## config.mk

```make
export PLATFORM = sky130hd
export DESIGN_NAME = addr_class_hs
export DESIGN_NICKNAME = d
export VERILOG_FILES = /design/src/rtl/hsac_pkg.sv /design/src/rtl/hsac_rail_conv.sv /design/src/rtl/hsac_done_detect.sv /design/src/rtl/hsac_match.sv /design/src/rtl/addr_class_hs.sv
export SDC_FILE = /design/constraint.sdc
export NUM_CORES = 1
export LEC_CHECK = 0
export BUFFER_PORTS_ARGS = -buffer_cell sky130_fd_sc_hd__buf_2
export CORE_MARGIN = 2
export CORE_UTILIZATION = 30
export DETAILED_ROUTE_END_ITERATION = 7
export PLACE_DENSITY_LB_ADDON = 0.3
export SYNTH_ARGS = -nofsm -noshare
export SYNTH_HDL_FRONTEND = slang
export SYNTH_SLANG_ARGS = --single-unit
export TNS_END_PERCENT = 20
```

## constraint.sdc

```tcl
create_clock -name clk_i -period 2.7 [get_ports clk_i]
set_clock_uncertainty 0.15 [all_clocks]
set_input_delay 0.54 -clock clk_i [delete_from_list [all_inputs] [get_ports clk_i]]
set_output_delay 0.54 -clock clk_i [all_outputs]
set_load 0.02 [all_outputs]
```

## src/rtl/hsac_pkg.sv

```systemverilog
package hsac_pkg;
    localparam int unsigned ADDR_W = 16;

    typedef struct packed {
        logic t;
        logic f;
    } rail_t;

    typedef struct packed {
        logic top;
        logic next;
        logic other;
    } result_t;
endpackage

```

## src/rtl/hsac_rail_conv.sv

```systemverilog
module hsac_rail_conv #(
    parameter int unsigned W = hsac_pkg::ADDR_W
) (
    input  logic         clk_i,
    input  logic         rst_ni,
    input  logic         req_i,
    input  logic [W-1:0] addr_i,
    output logic [W-1:0] rail_t_o,
    output logic [W-1:0] rail_f_o,
    output logic [W-1:0] ack_o
);
    import hsac_pkg::*;

    for (genvar k = 0; k < W; k++) begin : g_bit
        rail_t bit_d, bit_q;

        always_comb begin
            bit_d = bit_q;
            if (!req_i) begin
                bit_d = '0;
            end else if (!(bit_q.t || bit_q.f)) begin
                bit_d.t = addr_i[k];
                bit_d.f = ~addr_i[k];
            end
        end

        always_ff @(posedge clk_i or negedge rst_ni) begin
            if (!rst_ni) bit_q <= '0;
            else         bit_q <= bit_d;
        end

        assign rail_t_o[k] = bit_q.t;
        assign rail_f_o[k] = bit_q.f;
        assign ack_o[k]    = bit_q.t | bit_q.f;

        // once a bit is acknowledged it holds for the rest of the request
        assert_rail_hold_R7: assert property (@(posedge clk_i) disable iff (!rst_ni)
            (req_i && $past(req_i) && $past(ack_o[k])) |-> $stable(rail_t_o[k]));
    end
endmodule

```

## src/rtl/hsac_done_detect.sv

```systemverilog
module hsac_done_detect #(
    parameter int unsigned W = hsac_pkg::ADDR_W
) (
    input  logic         clk_i,
    input  logic         rst_ni,
    input  logic [W-1:0] ack_i,
    output logic         done_o
);
    logic all_set, none_set;
    logic done_d, done_q;

    assign all_set  = &ack_i;
    assign none_set = ~|ack_i;

    always_comb begin
        done_d = done_q;
        if (all_set)       done_d = 1'b1;
        else if (none_set) done_d = 1'b0;
    end

    always_ff @(posedge clk_i or negedge rst_ni) begin
        if (!rst_ni) done_q <= 1'b0;
        else         done_q <= done_d;
    end

    assign done_o = done_q;

    // completion only rises after every bit acknowledged
    assert_done_full_R10: assert property (@(posedge clk_i) disable iff (!rst_ni)
        $rose(done_o) |-> $past(all_set));
endmodule

```

## src/rtl/hsac_match.sv

```systemverilog
module hsac_match #(
    parameter int unsigned W = hsac_pkg::ADDR_W
) (
    input  logic         clk_i,
    input  logic         rst_ni,
    input  logic         req_i,
    input  logic [W-1:0] rail_t_i,
    input  logic [W-1:0] rail_f_i,
    output logic         all_hi_o,
    output logic         some_lo_o
);
    typedef struct packed {
        logic all_hi;
        logic some_lo;
    } cmp_t;

    cmp_t cmp_d, cmp_q;

    always_comb begin
        cmp_d.all_hi  = req_i & (&rail_t_i[W-1:1]);
        cmp_d.some_lo = req_i & (|rail_f_i[W-1:1]);
    end

    always_ff @(posedge clk_i or negedge rst_ni) begin
        if (!rst_ni) cmp_q <= '0;
        else         cmp_q <= cmp_d;
    end

    assign all_hi_o  = cmp_q.all_hi;
    assign some_lo_o = cmp_q.some_lo;

    // the shared test never reports both outcomes
    assert_cmp_excl_R5: assert property (@(posedge clk_i) disable iff (!rst_ni)
        !(all_hi_o && some_lo_o));
endmodule

```

## src/rtl/addr_class_hs.sv

```systemverilog
module addr_class_hs #(
    parameter int unsigned ADDR_W = hsac_pkg::ADDR_W
) (
    input  logic              clk_i,
    input  logic              rst_ni,
    input  logic              req_i,
    input  logic [ADDR_W-1:0] addr_i,
    output logic              is_top_o,
    output logic              is_next_o,
    output logic              is_other_o
);
    import hsac_pkg::*;

    logic [ADDR_W-1:0] rail_t, rail_f, ack;
    logic              done, all_hi, some_lo;
    result_t           res_d, res_q;

    hsac_rail_conv #(.W(ADDR_W)) rail_i (
        .clk_i    (clk_i),
        .rst_ni   (rst_ni),
        .req_i    (req_i),
        .addr_i   (addr_i),
        .rail_t_o (rail_t),
        .rail_f_o (rail_f),
        .ack_o    (ack)
    );

    hsac_done_detect #(.W(ADDR_W)) done_i (
        .clk_i  (clk_i),
        .rst_ni (rst_ni),
        .ack_i  (ack),
        .done_o (done)
    );

    hsac_match #(.W(ADDR_W)) match_i (
        .clk_i     (clk_i),
        .rst_ni    (rst_ni),
        .req_i     (req_i),
        .rail_t_i  (rail_t),
        .rail_f_i  (rail_f),
        .all_hi_o  (all_hi),
        .some_lo_o (some_lo)
    );

    // Each result behaves as a C-element: set when all its inputs are high,
    // cleared only when all of them have returned low.
    always_comb begin
        res_d = res_q;
        if (done && all_hi && rail_t[0])          res_d.top = 1'b1;
        else if (!done && !all_hi && !rail_t[0])  res_d.top = 1'b0;
        if (done && all_hi && rail_f[0])          res_d.next = 1'b1;
        else if (!done && !all_hi && !rail_f[0])  res_d.next = 1'b0;
        if (done && some_lo)                      res_d.other = 1'b1;
        else if (!done && !some_lo)               res_d.other = 1'b0;
    end

    always_ff @(posedge clk_i or negedge rst_ni) begin
        if (!rst_ni) res_q <= '0;
        else         res_q <= res_d;
    end

    assign is_top_o   = res_q.top;
    assign is_next_o  = res_q.next;
    assign is_other_o = res_q.other;

    assert_res_onehot_R5: assert property (@(posedge clk_i) disable iff (!rst_ni)
        $onehot0({is_other_o, is_next_o, is_top_o}));

    assert_res_after_done_R10: assert property (@(posedge clk_i) disable iff (!rst_ni)
        $rose(is_top_o || is_next_o || is_other_o) |-> done);

    assert_req_idle_R8: assert property (@(posedge clk_i) disable iff (!rst_ni)
        $rose(req_i) |-> !(is_top_o || is_next_o || is_other_o));

    assert_res_hold_R9: assert property (@(posedge clk_i) disable iff (!rst_ni)
        (req_i && $past(req_i) && $past(is_top_o || is_next_o || is_other_o))
        |-> $stable({is_other_o, is_next_o, is_top_o}));
endmodule

```

# Word-level counts from Yosys, hierarchy flattened
# Cells that the tools add are included.
classes:
  div: 0
  n_reduce_logical: 36
  add_sub_neg: 0
  n_mux: 40
  bitwise_logic: 34
  eq_ne: 17
  shifts: 0
  magnitude_cmp: 0
  n_mul: 0
ops:
  columns: ["operator", "count"]
  rows:
  - ["2-bit two-way mux", 32]
  - ["2-bit inequality test (second input constant)", 16]
  - ["1-bit logical OR", 16]
  - ["1-bit NOT", 16]
  - ["1-bit OR", 16]
  - ["16-bit AND reduction", 1]
  - ["16-bit OR reduction", 1]
  - ["15-bit AND reduction", 1]
  - ["15-bit OR reduction", 1]
  - ["1-bit logical AND", 8]
  - ["1-bit two-way mux", 8]
  - ["2-bit nonzero test", 3]
  - ["1-bit logical NOT", 5]
  - ["1-bit AND", 2]
  - ["2-bit by 1-bit inequality test with 1-bit output (second input constant)", 1]
totals:
  latch_bits: 0
  ram_bits: 0
  input_bits: 19
  regBits: 38
  wordCells: 165
  mem_count: 0
  romBits: 0
  out_inout_bits: 3

# Longest topological paths before layout
# Gate-level depths: netlist of run 1.
depth:
  depth_word: 5
  ltp_mapped: 4
  mapped_depth_nobuf: 4

# By module
# Synthesis of run 1 repeated with hierarchy kept, for this count alone.
hier_totals:
  cells_unflattened: 153
  area_unflattened_um2: 1719.1
modules_own_cells:
  columns: ["module", "area_per_inst_um2", "cells_each", "instances", "seq_area_each_um2"]
  rows:
  - ["hsac_rail_conv", 1335.0, 115, 1, 800.8]
  - ["addr_class_hs", 140.1, 13, 1, 75.1]
  - ["hsac_match", 123.9, 13, 1, 50.0]
  - ["hsac_done_detect", 120.1, 12, 1, 25.0]

# Worst setup path after synthesis of run 1
# No wires, ideal clock.
synth_timing:
  path_type: "register to register"
  start: "register rail_i.g_bit[8].bit_q[0] (netlist: rail_i.rail_f_o[8])"
  end: "register done_i.done_q (netlist: done_i.done_o)"
  setup_time_ns: 0.124
  arrival_time_ns: 1.056
  period_less_slack_ns: 1.330
  path_buffers: 0
  path_stages_with_launch: 5
  slack_ns: 1.370
  required_ns: 2.426
  cell_sequence: "dfrtp_1 nor4_2 nand4_1 o31ai_1 nand2_1"
synth_between:
  elab_chain_len: 3
  word_cells_on_any_way: 5
  cone_classes: "1 x eq/ne; 1 x mux; 1 x bitwise; 2 x reduce/logical"
synth_lines:
  columns: ["element", "line", "source"]
  rows:
  - ["start: declaration", "hsac_rail_conv.sv:15", "rail_t bit_d, bit_q;"]
  - ["start signal: assignment", "hsac_rail_conv.sv:29", "else bit_q <= bit_d;"]
  - ["1-bit OR *", "hsac_rail_conv.sv:34", "assign ack_o[k] = bit_q.t | bit_q.f;"]
  - ["16-bit OR reduction or 16-bit AND reduction (tied branches)", "hsac_done_detect.sv:13, hsac_done_detect.sv:12", null]
  - ["2-bit by 1-bit inequality test with 1-bit output (no source line) or 1-bit two-way mux (tied branches)", null, null]
  - ["end signal: assignment", "hsac_done_detect.sv:23", "else done_q <= done_d;"]
  - ["end: declaration", "hsac_done_detect.sv:10", "logic done_d, done_q;"]
# Every way passes the cells marked *; elsewhere a longest branch is shown, timed or not.
# A chain may end at the register's enable or synchronous reset.

# Final worst setup path of run 1
layout_timing:
  start: "register rail_i.g_bit[13].bit_q[0] (netlist: rail_i.rail_f_o[13])"
  end: "register done_i.done_q (netlist: done_i.done_o)"
layout_between:
  elab_chain_len: 3
  word_cells_on_any_way: 5
  cone_classes: "1 x eq/ne; 1 x mux; 1 x bitwise; 2 x reduce/logical"
layout_lines:
  columns: ["element", "line"]
  rows:
  - ["start: declaration", "hsac_rail_conv.sv:15"]
  - ["start signal: assignment", "hsac_rail_conv.sv:29"]
  - ["1-bit OR *", "hsac_rail_conv.sv:34"]
  - ["16-bit OR reduction or 16-bit AND reduction (tied branches)", "hsac_done_detect.sv:13, hsac_done_detect.sv:12"]
  - ["2-bit by 1-bit inequality test with 1-bit output (no source line) or 1-bit two-way mux (tied branches)", null]
# Marks and branches as above.

==> summary.md, run 1 <==
| Metric | Value |
|---|---|
| HPWL after detailed placement | `approximately 2.4 mm` |
| Most common cell after layout, fill and taps aside | `dfrtp_1` |
| XOR/XNOR Fraction of Synth Area | `0%` |
| Commonest non-fill, non-tap cells in the layout | `dfrtp_1, o21a_1, nor2_1, buf_2, nor2b_1` |
| Run status | `completed` |
| Initial antenna violation count | `0` |
| Sequential-to-total area share from yosys stat | `between 50% and 60%` |
| Placed instance area | `between 1500 and 2000 um2` |
| Clock Pin Slew Worst Setup and Hold Paths | `approximately 70 ps` |
| Die width | `~78 um` |
| Max Cap Violations | `0` |
| Clk sinks | `38` |
| Post-route cell area | `between 1500 and 2000 um2` |
| CTS H-Tree Depth | `2` |
| Seq cells post-synth | `38` |
| Cts hold-fix bufs | `0` |
| Die Area | `between 6000 and 7000 um2` |
| Count of pins over their slew limit | `0` |
| Max Clock Freq | `between 600 and 700 MHz` |
| Fillers | `about 530` |
| DRC | `0` |
| Complex-gate fraction of the synthesized area | `a little under 20%` |
| Initial Util | `between 30% and 40%` |
| Synth Instances | `147` |
| GP Congestion | `0.7329` |
| RSZ-0062 raised after global routing | `no` |
| Core area | `just over 5000 um2` |
| Crit start category | `flop` |
| Setup crit end kind | `flop` |
| Hold slack | `between 200 and 250 ps` |
| Multi-input gate area | `~660 um2` |
| Reg2reg start | `rail_i.rail_f_o[13]$_DFFE_PN0P_` |
| Cell Area, Synth | `1635 um2` |
| Inserted Clock Buffers | `5` |
| Post-synthesis mux area share | `less than 1%` |
| Mapped Nets | `167` |
| Area leader, netlist | `dfrtp_1` |
| Synth top area share | `between 50 and 60%` |
| Dpl cells | `between 200 and 250` |
| Final setup viols | `0` |
| Worst setup path class | `reg2reg` |
| Arrival @ worst endpoint | `about 1500 ps` |
| Ys Warns | `0` |
| Worst R2R Setup Slack | `1170 ps` |
| Total Routing Usage GR | `between 10% and 20%` |
| Area Growth Syn to Fin | `15.76%` |
| Setup_tns | `0 ps` |
| Core Util, Final | `a little over a third` |
| Rel. slew slack | `a little over two fifths` |
| Share of layout cells above drive strength 1 | `a little under a fifth` |
| Clock root cell | `clkbuf_8` |
| Hold Path Class | `in2async` |
| Resized Gates After CTS | `0` |
| Gr ovfl total | `0` |
| Yosys cell types | `22` |
| Routed vias | `~1,200` |
| Worst skew pair latency | `280 ps` |
| Fin. Hold Viols | `0` |
| N_diodes | `0` |
| Clk buf depth | `2` |
| Tmin final | `1526 ps` |
| Row Count | `26` |
| CP required | `2720 ps` |
| Power density over the cells | `601.5 nW/um2` |
| Final critical-path share of the clock period | `a little under three fifths` |
| Largest cells by area after synthesis | `dfrtp_1, o21a_1, nor2b_1, nor2_1, nand4_1` |
| Sequential Area | `950.9 um2` |
| Critical Path Start | `rail_i.rail_f_o[13]$_DFFE_PN0P_` |
| First-pass GRT wire length | `about 5.9 mm` |
| Adder-Cell Fraction of Synth Area | `less than 1%` |
| Post-CTS Setup Repair Bufs | `0` |
| Leakage | `slightly above 0.8 nW` |
| Die height | `roughly 78 um` |
| Max VDD drop | `around 0.3 mV` |
| Least-Margin Pin Slew | `~860 ps` |
| Routed vias/inst | `approximately 4.9` |
| Critical path fanouts, max | `4` |
| Cell Count, Final, Fillers Out | `between 200 and 250` |
| Combinational family with the most area after synthesis | `compound AO/OA/AOI/OAI gates` |
| DRT iter0 DRCs | `28` |
| Port buffer count | `21` |
| Post-Synth Simple-Gate Area | `19.36%` |
| IO Count | `22` |
| Final antenna-violating net count | `0` |
| Nets | `~190` |
| Drt first pass iters | `4` |
| Largest net degree at the start of global routing | `39` |
| CTS tree | `built` |
| Vias in the first global route | `around 1,200` |
| DR WL/cell | `approximately 14 um` |
| WL final | `3.356 mm` |
| Mean Syn Cell Area | `11.12 um2` |
[cell families after synthesis]
family | Yosys count
mux | 1
buf+inv | 5
flops | 38
fa+ha+maj | 1
simple gates | 56
compound gates | 46
[routing by layer]
| metal | routed length, um | track usage, % | up-vias |
|---|---|---|---|
| met2 | 1506 | 19.31 | 23 |
| met5 | 0 | 0 | - |
| met3 | 141 | 3.256 | 4 |
| li1 | - | - | 576 |
| met4 | 48 | 5.357 | 0 |
| met1 | 1659 | 16.88 | 582 |
[path summary, 6_finish.rpt]
check / end / depth (start not counted)
hold / removal: is_other_o$_DFFE_PN0P_ / 1
setup / recovery: done_i.done_o$_DFFE_PN0P_ / 4
min in group clk_i: is_other_o$_DFFE_PN0P_ / 1
setup reg to reg: done_i.done_o$_DFFE_PN0P_ / 4
hold reg to reg: is_other_o$_DFFE_PN0P_ / 1
max in group asynchronous: rail_i.rail_f_o[15]$_DFFE_PN0P_ / 1
[through the flow]
stage / setup WS, ps / power [mW]
final: 1174 / 1.139
after detailed placement: 1185 / 0.7933
after global routing: 1075 / 1.212
after CTS: 1157 / 1.158
after global placement: 1204 / 0.7913
after floorplan: 1370 / 0.7380
[layout make-up]
| cell class | count | share of cell area (%) |
|---|---|---|
| Sequential cell | 38 | 50.23 |
| Multi-Input combinational cell | 104 | 34.96 |
| Clock buffer | 7 | 4.032 |
| Timing Repair Buffer | 22 | 5.948 |
| Tap cell | 70 | 4.627 |
| Inverter | 1 | 0.1983 |
[registers in the layout, indices dropped and copies added, names as in the netlist]
signal,count
rail_i.rail_f_o,16
rail_i.rail_t_o,16
done_i.done_o,1
is_next_o,1
is_other_o,1
is_top_o,1
match_i.all_hi_o,1
match_i.some_lo_o,1
[worst max-delay path: stages, from the launching register on]
cell,delay [ps]
dfrtp_1,440
nor4_2,320
nand4_1,160
o31ai_1,260
nand2_1,80
[where the power goes]
group	switching (mW)	internal (mW)
clock	0.181	0.178
combinational	0.0533	0.0631
sequential	0.0547	0.609
[Yosys cell counts]
cell type,n
a21oi_1,2
and2_2,1
and2b_1,1
and2b_2,1
buf_2,3
clkbuf_1,1
dfrtp_1,38
ha_1,1
inv_1,1
mux2_2,1
nand2_1,1
nand4_1,7
nor2_1,21
nor2b_1,14
nor3_1,2
nor4_1,4
nor4_2,3
o21a_1,32
o21ai_0,4
o22ai_1,7
o31ai_1,1
or3_1,1
No activity file was read; power rests on OpenSTA's default activity.
==> run 2: changes to the inputs <==
--- a/config.mk
+++ b/config.mk
@@ -5,6 +5,7 @@
 export SDC_FILE = /design/constraint.sdc
 export NUM_CORES = 1
 export LEC_CHECK = 0
+export ABC_AREA = 1
 export BUFFER_PORTS_ARGS = -buffer_cell sky130_fd_sc_hd__buf_2
 export CORE_MARGIN = 2
 export CORE_UTILIZATION = 30
==> constraint.sdc (replaced) <==
create_clock -name clk_i -period 1.41 [get_ports clk_i]
set_clock_uncertainty 0.15 [all_clocks]
set_input_delay 0.282 -clock clk_i [delete_from_list [all_inputs] [get_ports clk_i]]
set_output_delay 0.282 -clock clk_i [all_outputs]
set_load 0.02 [all_outputs]
==> summary.md, run 2 <==
| Metric | Value |
|---|---|
| Leakage | `between 1 and 1.5 nW` |
| Clk buf depth | `2` |
| Core area | `about 5500 um2` |
| CP required | `980 ps` |
| Vias in the first global route | `1,351` |
| Port buffer count | `21` |
| Largest cells by area after synthesis | `dfrtp_1, nand2_1, a21oi_1, nor2_1, inv_1` |
| Inserted Clock Buffers | `5` |
| Max VDD drop | `0.6987 mV` |
| Critical Path Max Stage Delay | `400 ps` |
| IO Count | `22` |
| Hold Path Class | `in2reg` |
| Post-route cell area | `just over 2000 um2` |
| Synth top cells by count | `nand2_1, dfrtp_1, a21oi_1` |
| Most common cell after layout, fill and taps aside | `nand2_1` |
| Clock Pin Slew Worst Setup and Hold Paths | `80 ps` |
| HPWL after detailed placement | `around 2.8 mm` |
| DRT iter0 DRCs | `50` |
| Setup crit end kind | `output port` |
| Least-Margin Pin Slew | `217.6 ps` |
| Cell Area, Synth | `~1700 um2` |
| CTS H-Tree Depth | `2` |
| Count of pins over their slew limit | `0` |
| Yosys cell types | `18` |
| Tmin final | `between 1000 and 1500 ps` |
| Worst setup path class | `reg2out` |
| EDFF count, synth | `0` |
| Area leader, netlist | `dfrtp_1` |
| Setup_tns | `0 ps` |
| Most common flop cell mapped by yosys | `dfrtp_1` |
| Routed vias | `1,332` |
| Fin. Hold Viols | `0` |
| Worst path cell trace | `buf_2` |
| Initial antenna violation count | `0` |
| Crit start category | `flop` |
| Critical path fanouts, max | `2` |
| First-pass GRT wire length | `about 6.3 mm` |
| Max Clock Freq | `773.3 MHz` |
| Cell family with most CP delay | `flip-flops` |
| Seq cells post-synth | `38` |
| Max Cap Violations | `0` |
| Routed vias/inst | `roughly 4.3` |
| Final setup viols | `0` |
| Rel. slew slack | `a little under nine tenths` |
| Die width | `just under 80 um` |
| Ys Warns | `0` |
| Gr ovfl total | `0` |
| Die Area | `about 6300 um2` |
| Drt first pass iters | `4` |
| Worst skew pair latency | `290 ps` |
| WL final | `around 3.7 mm` |
| Placed instance area | `just under 2000 um2` |
| RSZ-0062 raised after global routing | `no` |
| Leading cell type by number of instances after synthesis | `nand2_1` |
| Commonest non-fill, non-tap cells in the layout | `nand2_1, dfrtp_1, a21oi_1` |
| Synth top area share | `55.68%` |
| GP Congestion | `between 0.7 and 0.8` |
| Sequential-to-total area share from yosys stat | `55.68%` |
| Final critical-path share of the clock period | `between 90% and 100%` |
| N_diodes | `0` |
| Largest net degree at the start of global routing | `39` |
| Run status | `completed` |
| Share of layout cells above drive strength 1 | `20.76%` |
| Nets | `roughly 260` |
| Arrival @ worst endpoint | `between 800 and 900 ps` |
| Row Count | `27` |
| Crit path buffers/inverters | `1` |
| Initial Util | `between 30% and 40%` |
| Area Growth Syn to Fin | `19.78%` |
| Clk sinks | `38` |
| Hold slack | `about 85 ps` |
| Worst path slowest cell | `dfrtp_1` |
| Die height | `a little under 80 um` |
| Total Routing Usage GR | `13.42%` |
| Post-synth ARST share | `100.0%` |
| Synth Instances | `204` |
| Power density over the cells | `about 1200 nW/um2` |
| Clock root cell | `clkbuf_8` |
| CTS tree | `built` |
| Final antenna-violating net count | `0` |
| DRC | `0` |
| Mapped Nets | `224` |
| Mean Syn Cell Area | `roughly 8.4 um2` |
| DR WL/cell | `about 12 um` |
==> run 2: cell count changes after synthesis, sizes merged, moves of 14 or more <==
cell	delta
inv	+28
o21a	-32
nor2b	-14
nor2	+16
nand2	+42
a21oi	+29
==> run 2: cell type report <==
| type | instances | area (um2) |
|---|---|---|
| sequential | 38 | 950.9 |
| clock inverter | 3 | 40.04 |
| tap | 72 | 90.09 |
| inverter | 29 | 108.9 |
| multi-input combinational | 134 | 621.8 |
| clock buffer | 5 | 68.82 |
| timing repair buffer | 27 | 165.2 |
| fill | 576 | 3461 |
==> run 2: kinds of logic (layout without fill, tap and decap cells) <==
| group | Yosys count | in the layout | synth area share [%] |
|---|---|---|---|
| and+or+nand+nor | 94 | 94 | 23.88 |
| buffers and inverters | 32 | 64 | 7.912 |
| muxes | 1 | 1 | 0.6593 |
| adders and majority gates | 1 | 1 | 0.7325 |
| AOI/OAI and AO/OA | 38 | 38 | 11.14 |
| DFF | 38 | 38 | 55.68 |
==> run 2: per-layer routing <==
metal | share of wire [%] | up-vias | global-route usage, %
met2 | 44 | 22 | 19.41
li1 | - | 710 | -
met1 | 51 | 594 | 18.26
met3 | 3.8 | 6 | 4.864
met5 | 0 | - | 0
met4 | 1.7 | 0 | 5.172
==> run 2: through the flow <==
stage	instances	utilization, %	setup WS [ps]	power [mW]
after floorplan	204	-	155.3	1.448
after global placement	299	34.99	179.2	1.566
after detailed placement	299	34.99	167.1	1.568
after CTS	308	37.15	103.8	2.485
after global routing	308	37.15	15.24	2.592
final	308	37.15	116.8	2.450
==> run 2: path summary, 6_finish.rpt <==
check | from | to | slack, ps | cells past startpoint
max | is_other_o$_DFFE_PN0P_ | is_other_o | 120 | 1
min | addr_i[3] | rail_i.rail_t_o[3]$_DFFE_PN0P_ | 90 | 3
max reg2reg | done_i.done_o$_DFFE_PN0P_ | is_other_o$_DFFE_PN0P_ | 170 | 2
min reg2reg | rail_i.rail_t_o[0]$_DFFE_PN0P_ | rail_i.rail_f_o[0]$_DFFE_PN0P_ | 330 | 1
max in group asynchronous | rst_ni | rail_i.rail_t_o[12]$_DFFE_PN0P_ | 580 | 3
min in group asynchronous | rst_ni | rail_i.rail_t_o[3]$_DFFE_PN0P_ | 330 | 3
==> run 2: power breakdown <==
| part | total, mW | internal, mW | switching (mW) | leakage (nW) |
|---|---|---|---|---|
| logic | 0.304 | 0.119 | 0.186 | 0.476 |
| clock network | 0.908 | 0.520 | 0.388 | 0.0579 |
| registers | 1.24 | 1.17 | 0.0707 | 0.492 |
==> run 2: tightest hold or removal path, cell delays in order <==
cell	delay, ps
buf_2	70
nor2_1	50
nor2_1	90
==> run 2: timing repair <==
item	4_1_cts	5_1_grt
endpoints found under the hold margin	38	0
hold buffers	1	0
resized for setup	0	0
buffers inserted	0	0
